### config.mk
export PLATFORM = sky130hd
export DESIGN_NAME = carrier_loop_filter
export DESIGN_NICKNAME = d
export VERILOG_FILES = /design/src/rtl/clf_pkg.sv /design/src/rtl/clf_sat.sv /design/src/rtl/clf_gain_pair.sv /design/src/rtl/clf_trap_integ.sv /design/src/rtl/clf_mode_ctrl.sv /design/src/rtl/carrier_loop_filter.sv
export SDC_FILE = /design/constraint.sdc
export NUM_CORES = 2
export LEC_CHECK = 0
export ABC_AREA = 1
export CAP_MARGIN = 20
export CORE_UTILIZATION = 45
export CTS_CLUSTER_DIAMETER = 40
export DETAILED_ROUTE_END_ITERATION = 10
export MAX_ROUTING_LAYER = met4
export PLACE_DENSITY_LB_ADDON = 0.08
export SKIP_CTS_REPAIR_TIMING = 1
export SLEW_MARGIN = 5
export SYNTH_ARGS = -nofsm -noshare
export SYNTH_HDL_FRONTEND = slang
export SYNTH_SLANG_ARGS = --single-unit
### constraint.sdc
create_clock -name clk -period 22.9 [get_ports clk]
set_input_delay 4.58 -clock clk [delete_from_list [all_inputs] [get_ports clk]]
set_output_delay 4.58 -clock clk [all_outputs]
set_load 0.005 [all_outputs]
### src/rtl/clf_pkg.sv
package clf_pkg;

    typedef enum logic [1:0] {
        LM_FREQ   = 2'd0,
        LM_ASSIST = 2'd1,
        LM_PHASE  = 2'd2
    } loop_mode_e;

    localparam logic [1:0] SEL_AUTO   = 2'd0;
    localparam logic [1:0] SEL_FREQ   = 2'd1;
    localparam logic [1:0] SEL_ASSIST = 2'd2;

    // Map a forced select code to a loop mode (code 0 is handled by caller).
    function automatic loop_mode_e forced_mode(input logic [1:0] sel);
        case (sel)
            SEL_FREQ:   return LM_FREQ;
            SEL_ASSIST: return LM_ASSIST;
            default:    return LM_PHASE;
        endcase
    endfunction

endpackage

### src/rtl/clf_sat.sv
module clf_sat #(
    parameter int IW = 35,
    parameter int OW = 32
) (
    input  logic signed [IW-1:0] din,
    output logic signed [OW-1:0] dout
);
    localparam logic signed [IW-1:0] SMAX = $signed({{(IW-OW+1){1'b0}}, {(OW-1){1'b1}}});
    localparam logic signed [IW-1:0] SMIN = $signed({{(IW-OW+1){1'b1}}, {(OW-1){1'b0}}});

    always_comb begin
        if (din > SMAX)      dout = SMAX[OW-1:0];
        else if (din < SMIN) dout = SMIN[OW-1:0];
        else                 dout = din[OW-1:0];
    end
endmodule

### src/rtl/clf_gain_pair.sv
module clf_gain_pair #(
    parameter int EW = 16,
    parameter int GW = 16,
    parameter int GF = 12,
    parameter int XW = 35
) (
    input  logic signed [EW-1:0] e0,
    input  logic        [GW-1:0] g0,
    input  logic signed [EW-1:0] e1,
    input  logic        [GW-1:0] g1,
    output logic signed [XW-1:0] y
);
    localparam int PW = EW + GW + 1;

    logic signed [PW-1:0] e0x, e1x, g0x, g1x, p0, p1;
    logic signed [PW:0]   sum, shf;

    always_comb begin
        e0x = $signed({{(PW-EW){e0[EW-1]}}, e0});
        e1x = $signed({{(PW-EW){e1[EW-1]}}, e1});
        g0x = $signed({{(PW-GW){1'b0}}, g0});
        g1x = $signed({{(PW-GW){1'b0}}, g1});
        p0  = e0x * g0x;
        p1  = e1x * g1x;
        sum = $signed({p0[PW-1], p0}) + $signed({p1[PW-1], p1});
        shf = sum >>> GF;
        y   = $signed({{(XW-PW-1){shf[PW]}}, shf});
    end
endmodule

### src/rtl/clf_trap_integ.sv
module clf_trap_integ #(
    parameter int AW = 32,
    parameter int XW = 35
) (
    input  logic                 clk,
    input  logic                 rst,
    input  logic                 step,
    input  logic                 load,
    input  logic signed [AW-1:0] load_val,
    input  logic signed [XW-1:0] x,
    output logic signed [AW-1:0] acc,
    output logic signed [AW-1:0] mid
);
    logic signed [XW-1:0] acc_x, sum_w, half_w;
    logic signed [AW-1:0] sum_sat;

    always_comb begin
        acc_x  = $signed({{(XW-AW){acc[AW-1]}}, acc});
        sum_w  = acc_x + x;
        half_w = acc_x + (x >>> 1);
    end

    clf_sat #(.IW(XW), .OW(AW)) u_sat_sum (.din(sum_w),  .dout(sum_sat));
    clf_sat #(.IW(XW), .OW(AW)) u_sat_mid (.din(half_w), .dout(mid));

    always_ff @(posedge clk) begin
        if (rst)       acc <= '0;
        else if (load) acc <= load_val;
        else if (step) acc <= sum_sat;
    end


    rst_clear_chk: assert property (@(posedge clk) rst |=> acc == '0);

    acc_hold_chk: assert property (@(posedge clk) disable iff (rst)
        (!step && !load) |=> $stable(acc));

    load_take_chk: assert property (@(posedge clk) disable iff (rst)
        load |=> acc == $past(load_val));

    no_wrap_chk: assert property (@(posedge clk) disable iff (rst)
        (step && !load && !x[XW-1]) |=> $signed(acc) >= $signed($past(acc)));
endmodule

### src/rtl/clf_mode_ctrl.sv
module clf_mode_ctrl
    import clf_pkg::*;
(
    input  logic       clk,
    input  logic       rst,
    input  logic [1:0] mode_sel,
    input  logic       freq_lock,
    input  logic       phase_lock,
    input  logic       lock_lost,
    output loop_mode_e mode_o
);
    loop_mode_e st, st_nx;

    always_comb begin
        st_nx = st;
        if (lock_lost) st_nx = LM_FREQ;
        else begin
            case (st)
                LM_FREQ:   if (freq_lock)  st_nx = LM_ASSIST;
                LM_ASSIST: if (phase_lock) st_nx = LM_PHASE;
                LM_PHASE:  st_nx = LM_PHASE;
                default:   st_nx = LM_FREQ;
            endcase
        end
    end

    always_ff @(posedge clk) begin
        if (rst) st <= LM_FREQ;
        else     st <= st_nx;
    end

    assign mode_o = (mode_sel == SEL_AUTO) ? st : forced_mode(mode_sel);


    lost_to_freq_chk: assert property (@(posedge clk) disable iff (rst)
        lock_lost |=> st == LM_FREQ);

    no_skip_chk: assert property (@(posedge clk) disable iff (rst)
        (st == LM_FREQ && !freq_lock) |=> st == LM_FREQ);

    seq_reset_chk: assert property (@(posedge clk) rst |=> st == LM_FREQ);
endmodule

### src/rtl/carrier_loop_filter.sv
module carrier_loop_filter
    import clf_pkg::*;
#(
    parameter int EW = 16,
    parameter int GW = 16,
    parameter int GF = 12,
    parameter int AW = 32,
    parameter int TS = 4
) (
    input  logic                 clk,
    input  logic                 rst,
    input  logic [1:0]           mode_sel,
    input  logic                 freq_lock,
    input  logic                 phase_lock,
    input  logic                 lock_lost,
    input  logic                 upd,
    input  logic signed [EW-1:0] freq_err,
    input  logic signed [EW-1:0] phase_err,
    input  logic [GW-1:0]        g_f2,
    input  logic [GW-1:0]        g_f1,
    input  logic [GW-1:0]        g_p3,
    input  logic [GW-1:0]        g_p2,
    input  logic [GW-1:0]        g_p1,
    input  logic                 bias_load,
    input  logic signed [AW-1:0] accel_bias,
    input  logic signed [AW-1:0] vel_bias,
    output logic signed [AW-1:0] nco_freq,
    output logic                 nco_valid,
    output logic signed [AW-1:0] accel_est,
    output logic signed [AW-1:0] vel_est,
    output logic [1:0]           loop_mode
);
    localparam int XW = AW + 3;

    loop_mode_e           mode;
    logic signed [EW-1:0] ef_g, ep_g;
    logic signed [XW-1:0] x_acc, x_vel_gain, x_vel, x_out, nco_w;
    logic signed [AW-1:0] a_mid, v_mid, a_sh, nco_nx;
    logic                 step;

    clf_mode_ctrl u_mode (
        .clk(clk), .rst(rst), .mode_sel(mode_sel), .freq_lock(freq_lock),
        .phase_lock(phase_lock), .lock_lost(lock_lost), .mode_o(mode)
    );
    assign loop_mode = mode;

    // Mode gating: the unused discriminator is forced to zero.
    assign ef_g = (mode == LM_PHASE) ? '0 : freq_err;
    assign ep_g = (mode == LM_FREQ)  ? '0 : phase_err;
    assign step = upd && !bias_load;

    // Acceleration stage: frequency gain enters here, one stage ahead.
    clf_gain_pair #(.EW(EW), .GW(GW), .GF(GF), .XW(XW)) u_g_acc (
        .e0(ef_g), .g0(g_f2), .e1(ep_g), .g1(g_p3), .y(x_acc)
    );
    clf_trap_integ #(.AW(AW), .XW(XW)) u_acc (
        .clk(clk), .rst(rst), .step(step), .load(bias_load),
        .load_val(accel_bias), .x(x_acc), .acc(accel_est), .mid(a_mid)
    );

    // Velocity stage.
    clf_gain_pair #(.EW(EW), .GW(GW), .GF(GF), .XW(XW)) u_g_vel (
        .e0(ef_g), .g0(g_f1), .e1(ep_g), .g1(g_p2), .y(x_vel_gain)
    );
    assign a_sh  = a_mid >>> TS;
    assign x_vel = x_vel_gain + $signed({{(XW-AW){a_sh[AW-1]}}, a_sh});
    clf_trap_integ #(.AW(AW), .XW(XW)) u_vel (
        .clk(clk), .rst(rst), .step(step), .load(bias_load),
        .load_val(vel_bias), .x(x_vel), .acc(vel_est), .mid(v_mid)
    );

    // Output: proportional phase term on top of the velocity midpoint.
    clf_gain_pair #(.EW(EW), .GW(GW), .GF(GF), .XW(XW)) u_g_out (
        .e0(ep_g), .g0(g_p1), .e1('0), .g1('0), .y(x_out)
    );
    assign nco_w = $signed({{(XW-AW){v_mid[AW-1]}}, v_mid}) + x_out;
    clf_sat #(.IW(XW), .OW(AW)) u_sat_out (.din(nco_w), .dout(nco_nx));

    always_ff @(posedge clk) begin
        if (rst) begin
            nco_freq  <= '0;
            nco_valid <= 1'b0;
        end else begin
            nco_valid <= step;
            if (step) nco_freq <= nco_nx;
        end
    end


    nco_valid_chk: assert property (@(posedge clk) disable iff (rst)
        (upd && !bias_load) |=> nco_valid);

    load_keeps_out_chk: assert property (@(posedge clk) disable iff (rst)
        bias_load |=> ($stable(nco_freq) && !nco_valid));

    out_hold_chk: assert property (@(posedge clk) disable iff (rst)
        !upd |=> $stable(nco_freq));
endmodule

Word-level counts from Yosys, hierarchy flattened
Cells that the tools add are included.
{"block": "totals", "ff_bits": 99, "inputBits": 185, "out_inout_bits": 99, "elab_cells": 64}
{"block": "classes", "add_sub_neg": 8, "multipliers": 5, "magnitude_cmp": 10, "n_eq_ne": 7, "muxes": 21, "reduce_logical": 8}
{"op": "$mux 32", "count": 14}
{"op": "$mul 16x17->33", "count": 5}
{"op": "$gt 35x32->1 const B", "count": 4}
{"op": "$lt 35x32->1 const B", "count": 4}
{"op": "$add 33x33->34", "count": 2}
{"op": "$add 32x21->33", "count": 2}
{"op": "$add 32x22->33", "count": 1}
{"op": "$add 32x28->33", "count": 1}
{"op": "$add 32x29->33", "count": 1}
{"op": "$gt 33x32->1 const B", "count": 1}
{"op": "$lt 33x32->1 const B", "count": 1}
{"op": "$mux 16", "count": 2}
{"op": "$add 22x28->29", "count": 1}
{"op": "$eq 2x2->1 const B", "count": 3}
{"op": "$logic_not 2->1", "count": 3}
{"op": "$mux 2", "count": 3}
{"op": "$pmux 2 s3", "count": 1}
{"op": "$eq 2x1->1 const B", "count": 2}
{"op": "$ne 2x2->1 const B", "count": 2}
{"op": "$pmux 2 s2", "count": 1}
{"op": "$reduce_and 2->1", "count": 1}
{"op": "$reduce_bool 2->1", "count": 1}
{"op": "$reduce_or 2->1", "count": 1}
{"op": "$logic_and 1x1->1", "count": 1}
{"op": "$logic_not 1->1", "count": 1}

Logic depth before layout (Yosys ltp)
{"block": "depth", "depth_word": 20, "mapped_depth": 97, "depth_no_buf": 95}

Cells and area by module
Synthesis repeated with hierarchy kept, for this count alone.
{"block": "unflattened", "cells_unflattened": 11644, "hier_area_um2": 78201.3}
{"mod": "clf_gain_pair (u_g_acc)", "n_inst": 1, "cells_each": 2548, "area_per_inst_um2": 19162.1, "seq_area_each_um2": 0.0}
{"mod": "clf_gain_pair (u_g_vel)", "n_inst": 1, "cells_each": 2538, "area_per_inst_um2": 19125.8, "seq_area_each_um2": 0.0}
{"mod": "clf_gain_pair (u_g_out)", "n_inst": 1, "cells_each": 2535, "area_per_inst_um2": 19113.3, "seq_area_each_um2": 0.0}
{"mod": "clf_trap_integ (u_acc)", "n_inst": 1, "cells_each": 1214, "area_per_inst_um2": 6389.9, "seq_area_each_um2": 640.6}
{"mod": "clf_trap_integ (u_vel)", "n_inst": 1, "cells_each": 1215, "area_per_inst_um2": 6352.3, "seq_area_each_um2": 640.6}
{"mod": "carrier_loop_filter", "n_inst": 1, "cells_each": 1185, "area_per_inst_um2": 6172.2, "seq_area_each_um2": 660.6}
{"mod": "clf_sat", "n_inst": 5, "cells_each": 76, "area_per_inst_um2": 336.6, "seq_area_each_um2": 0.0}
{"mod": "clf_mode_ctrl", "n_inst": 1, "cells_each": 29, "area_per_inst_um2": 202.7, "seq_area_each_um2": 40.0}

Least setup slack after synthesis
No wires, ideal clock.
{"block": "synth_timing", "path_kind": "in2reg", "start": "in mode_sel[0]", "end": "reg nco_freq[13]", "t_arrival_ps": 19559, "required_ps": 22783, "path_slack_ps": 3224, "path_stages": 90, "n_path_buf": 5, "cell_sequence": "inv_1 > ha_1 > o21ai_2 > inv_2 > nor2_1 > clkinv_1 > buf_2 > nand2_1 > inv_1 > clkbuf_1 > nand2_1 > fa_1 > fa_1 > inv_1 > fa_1 > inv_1 > fa_1 > inv_1 > [54 not listed] > buf_1 > nand2_1 > ha_1 > inv_1 > fa_1 > o21ai_2 > a21oi_1 > o21ai_2 > a21oi_2 > o21bai_2 > nand3b_1 > nand3_1 > nand2_1 > nor2_1 > buf_2 > nor2_1 > nor2_1 > nor2_1"}
{"block": "synth_between", "elab_chain_cells": 20, "word_cells_on_any_way": 32, "classes_between": "6 x add/sub; 5 x mul; 6 x order compare; 3 x eq/ne; 10 x mux; 2 x reduce/logical"}
{"element": "start, declared", "line": "carrier_loop_filter.sv:12", "text": "input logic [1:0] mode_sel,"}
{"element": "$eq 2x2->1 / $eq 2x1->1 (equally long branches)", "line": "clf_pkg.sv:15", "text": "case (sel)"}
{"element": "$pmux 2 s2", "line": "clf_pkg.sv:15"}
{"element": "$mux 2 *", "line": "clf_mode_ctrl.sv:32", "text": "assign mode_o = (mode_sel == SEL_AUTO) ? st : forced_mode(mode_sel);"}
{"element": "named net loop_mode[1]", "line": "carrier_loop_filter.sv:31", "text": "output logic [1:0] loop_mode"}
{"element": "$eq 2x2->1 / $logic_not 2->1 (equally long branches)", "line": "carrier_loop_filter.sv:48, carrier_loop_filter.sv:49"}
{"element": "$mux 16, on equally long branches", "line": "carrier_loop_filter.sv:48, carrier_loop_filter.sv:49"}
{"element": "$mul 16x17->33, on equally long branches", "line": "clf_gain_pair.sv:23, clf_gain_pair.sv:24"}
{"element": "$add 33x33->34", "line": "clf_gain_pair.sv:25", "text": "sum = $signed({p0[PW-1], p0}) + $signed({p1[PW-1], p1});"}
{"element": "[5 not listed]"}
{"element": "$add 32x28->33", "line": "clf_trap_integ.sv:20", "text": "half_w = acc_x + (x >>> 1);"}
{"element": "$lt 35x32->1", "line": "clf_sat.sv:13", "text": "else if (din < SMIN) dout = SMIN[OW-1:0];"}
{"element": "$mux 32", "line": "clf_sat.sv:13"}
{"element": "$mux 32", "line": "clf_sat.sv:12", "text": "if (din > SMAX) dout = SMAX[OW-1:0];"}
{"element": "$add 32x21->33 *", "line": "carrier_loop_filter.sv:76", "text": "assign nco_w = $signed({{(XW-AW){v_mid[AW-1]}}, v_mid}) + x_out;"}
{"element": "$lt 33x32->1", "line": "clf_sat.sv:13"}
{"element": "$mux 32", "line": "clf_sat.sv:13"}
{"element": "$mux 32 *", "line": "clf_sat.sv:12"}
{"element": "end signal, assigned", "line": "carrier_loop_filter.sv:85", "text": "if (step) nco_freq <= nco_nx;"}
{"element": "end, declared", "line": "carrier_loop_filter.sv:27", "text": "output logic signed [AW-1:0] nco_freq,"}
The timed path passes the listed nets; every way through them passes the cells marked *.
A chain may end at the register's enable or synchronous reset.

Worst setup path after layout
{"block": "layout_timing", "start": "in mode_sel[1]", "end": "reg nco_freq[14]"}
{"block": "layout_between", "elab_chain_cells": 20, "word_cells_on_any_way": 32, "classes_between": "6 x add/sub; 5 x mul; 6 x order compare; 3 x eq/ne; 10 x mux; 2 x reduce/logical"}
{"element": "$eq 2x2->1 / $eq 2x1->1 (equally long branches)", "line": "clf_pkg.sv:15"}
{"element": "$pmux 2 s2", "line": "clf_pkg.sv:15"}
{"element": "$mux 2 *", "line": "clf_mode_ctrl.sv:32"}
{"element": "$eq 2x2->1 / $logic_not 2->1 (equally long branches)", "line": "carrier_loop_filter.sv:48, carrier_loop_filter.sv:49"}
{"element": "$mux 16, on equally long branches", "line": "carrier_loop_filter.sv:48, carrier_loop_filter.sv:49"}
{"element": "$mul 16x17->33, on equally long branches", "line": "clf_gain_pair.sv:23, clf_gain_pair.sv:24"}
{"element": "$add 33x33->34", "line": "clf_gain_pair.sv:25"}
{"element": "$add 32x21->33", "line": "clf_trap_integ.sv:20"}
{"element": "[4 not listed]"}
{"element": "$add 32x28->33", "line": "clf_trap_integ.sv:20"}
{"element": "$lt 35x32->1", "line": "clf_sat.sv:13"}
{"element": "$mux 32", "line": "clf_sat.sv:13"}
{"element": "$mux 32", "line": "clf_sat.sv:12"}
{"element": "$add 32x21->33 *", "line": "carrier_loop_filter.sv:76"}
{"element": "$lt 33x32->1", "line": "clf_sat.sv:13"}
{"element": "$mux 32", "line": "clf_sat.sv:13"}
{"element": "$mux 32 *", "line": "clf_sat.sv:12"}
Every way passes the cells marked *; elsewhere a longest branch is shown, timed or not.

==> run_results.csv <==
group,metric,value,unit
detailed_routing,viasPerCell,5.29,
sta,relSlewSlack,0.317,
clock_network,cts.htree.levels,3,
global_route,antenna_found_initial,5,
synth,synth_top_cell_area_share,0.370,
global_route,grt_max_degree,63,
detailed_routing,vias,52092,
synth,yosysTopAreaCell,"fa_1",
sta,max_freq,46.0,MHz
detailed_routing,wire_per_inst,22.0,um
critical_path,cp_top_family,"adder cells",
place,port_buffers,283,
outcome,outcome,"complete, no violations",
critical_path,crit_type,"primary input to flop",
critical_path,critPathMostFrequentCell,"nand2_1",
detailed_routing,drc,0,
clock_network,clock_sinks,99,
floorplanning,core,130000,um2
sta,finalSetupViolCount,0,
synth,synth.distinct_cells,64,
global_route,top_usage_layer,"met2",
floorplanning,die_x,365,um
critical_path,slowest_delay,0.72,ns
global_route,grt.total_usage,0.337,
sta,drv_slew,0,
sta,tightest_slew,1.02,ns
synth,yosysWarningCount,0,
global_route,grt_pass1_wl,325,mm
critical_path,crit_slowest_cell,"nor2_2",
synth,synthArstFlopShare,0,
place,gp_congestion,1.01,
sta,min_period,21.75,ns
floorplanning,start_util,0.456,
detailed_routing,drt-initial-drc-count,4355,
critical_path,crit_path_max_fanout,30,
synth,ys.flop_type,"dfxtp_1",
detailed_routing,routed_wl,216,mm
floorplanning,ioPinCount,284,
clock_network,clk_path_buf_depth,2,
final_layout,fillers,13481,
global_route,met1_usage,0.491,
clock_network,ctsRootBufferMaster,"clkbuf_16",
global_route,grt_pass1_vias,52458,
final_layout,drive_above_1_share,0.0284,
global_route,grt_overflow,0,
synth,syn_inst,7937,
sta,rsz0062_at_grt,"false",
clock_network,clkSlewWorstSetupHoldPaths,0.08,ns
final_layout,final_area,64500,um2
synth,ys_seq_area_frac,0.0334,
critical_path,cp.required,23.19,ns
global_route,use_met2,0.501,
synth,syn_area,59300,um2
clock_network,cts_tree,"built",
critical_path,worst-path-buf-inv,15,
critical_path,critPathCaptureType,"flop",
sta,worst_slack,1.15,ns
critical_path,rr_worst_depth,85,
final_layout,layout.nets,10144,
critical_path,worst_ep_arrival_time,22.03,ns
detailed_routing,drtAntennaViolNets,0,
floorplanning,rows,132,
final_layout,area_growth,8.70,%
synth,syn_nets,9983,
place,post-place-ws,-0.162,ns
synth,synth_edf_count,0,
min_path,hold_depth,2,
job,maxCapViolations,0,
final_layout,final_core_util,0.495,
global_route,use_met3,0.0430,
critical_path,startpoint_type,"primary input",
floorplanning,die_area,133000,um2
sta,skew,0.0162,ns
clock_network,numCtsBuffers,9,
synth,ys_seq_elements,99,
min_path,hp-class,"flop to flop",
detailed_routing,firstDrtPassIters,9,
place,hpwlAfterDp,188,mm
place,placed_area,64100,um2
sta,period_share,0.950,
sta,hold_ws,0.504,ns
synth,syn_avg_cell_area,7.47,um2
floorplanning,die_y,365,um
sta,timing.final.hold_violations,0,
critical_path,cp_num_cells,87,
synth,ys_top_cells_by_area,"fa_1 (37%), ha_1 (16%), inv_1 (11%)",
clock_network,clock_latency,0.39,ns
==> worst register-to-register path, delay by kind of cell, from the launching register on <==
kind / cells / cell delay (ns)
AO/OA/AOI/OAI: 20 / 3.71
XOR/XNOR: 3 / 0.78
adder cells (fa/ha/maj): 14 / 5.87
buffers and inverters: 13 / 1.61
flip-flops: 1 / 0.37
AND/OR/NAND/NOR: 35 / 4.62
==> layout make-up <==
| cell class | count | area (um2) | area share |
|---|---|---|---|
| timing repair buffer | 388 | 3620 | 0.0561 |
| clock inverter | 6 | 57.6 | 0.000893 |
| sequential | 99 | 1980 | 0.0307 |
| tap | 1742 | 2180 | 0.0338 |
| clock buffer | 10 | 239 | 0.00371 |
| multi-input combinational | 5759 | 49500 | 0.767 |
| inverter | 1841 | 6930 | 0.107 |
| antenna | 6 | 15.0 | 0.000233 |
==> cells in the final DEF, fill, tap and decap left out, types with 7 or more instances in the layout <==
master and instances:
inv_1 1803, nand2_1 1633, fa_1 1097, nor2_1 993
ha_1 764, a21oi_1 328, clkdlybuf4s50_1 281, o21ai_0 187
xor2_1 136, nand3_1 119, buf_4 103, dfxtp_1 99
xnor2_1 83, a31oi_1 50, nor3_1 46, nand4_1 31
a22oi_1 31, a21oi_2 30, clkinv_1 27, o21ai_1 25
o21a_1 23, nand2_2 19, a21o_1 19, o21bai_1 14
nand3b_1 13, nor2_2 12, o21ai_2 10, clkbuf_16 9
nor4_1 8, inv_2 7, o31ai_1 7, a211oi_1 7
o221ai_1 7, a21boi_0 7
==> cell usage after synthesis, types with 4 or more instances <==
master	count
inv_1	1808
nand2_1	1645
fa_1	1097
nor2_1	995
ha_1	764
a21oi_1	329
o21ai_0	187
clkbuf_1	165
xor2_1	138
nand3_1	119
dfxtp_1	99
xnor2_1	85
a31oi_1	50
nor3_1	46
a22oi_1	31
buf_1	31
nand4_1	31
a21oi_2	29
clkinv_1	27
o21ai_1	25
o21a_1	23
a21o_1	19
o21bai_1	14
buf_2	13
nand3b_1	13
nor2_2	12
o21ai_2	10
buf_4	8
nand2_2	8
nor4_1	8
a211oi_1	7
a21boi_0	7
buf_6	7
o221ai_1	7
o31ai_1	7
a221oi_1	6
inv_2	6
o22ai_1	6
and2_1	5
dlygate4sd3_1	5
clkbuf_2	4
dlygate4sd1_1	4
or2_2	4
==> state kept, by name, indices dropped and copies added (netlist names) <==
| register | flops |
|---|---|
| nco_freq | 32 |
| u_acc.acc | 32 |
| u_vel.acc | 32 |
| u_mode.st | 2 |
| nco_valid | 1 |
==> cell families after synthesis <==
kind of cell / Yosys count / share of synthesized area
compound gates: 775 / 0.0757
xor+xnor: 224 / 0.0332
fa+ha+maj: 1861 / 0.531
buf+inv: 2079 / 0.134
flops: 99 / 0.0334
simple gates: 2899 / 0.192
==> worst paths after layout <==
check	startpoint	end	slack (ns)
max	mode_sel[1]	nco_freq[14]$_SDFFE_PP0P_	1.15
min	u_acc.acc[21]$_SDFFE_PP0P_	u_acc.acc[21]$_SDFFE_PP0P_	0.50
max reg2reg	u_mode.st[0]$_SDFFE_PP0P_	nco_freq[14]$_SDFFE_PP0P_	5.83
min reg2reg	u_acc.acc[21]$_SDFFE_PP0P_	u_acc.acc[21]$_SDFFE_PP0P_	0.50
==> per-stage QoR <==
stage,setup TNS [ns],cells
after floorplan,0,7937
after global placement,-0.0114,9829
after detailed placement,-4.48,9829
after CTS,0,9845
after global routing,0,9850
final,0,9851
==> layer usage <==
layer  up-vias  wire length (um)
li1      24128                 -
met1     25956            102000
met2      1779             94400
met3       229             15300
met4         0              5040
met5         -                 0
Power is left out: the tool's default activity adds up to more than one toggle a clock period on the data nets, which glitch-free logic cannot reach.
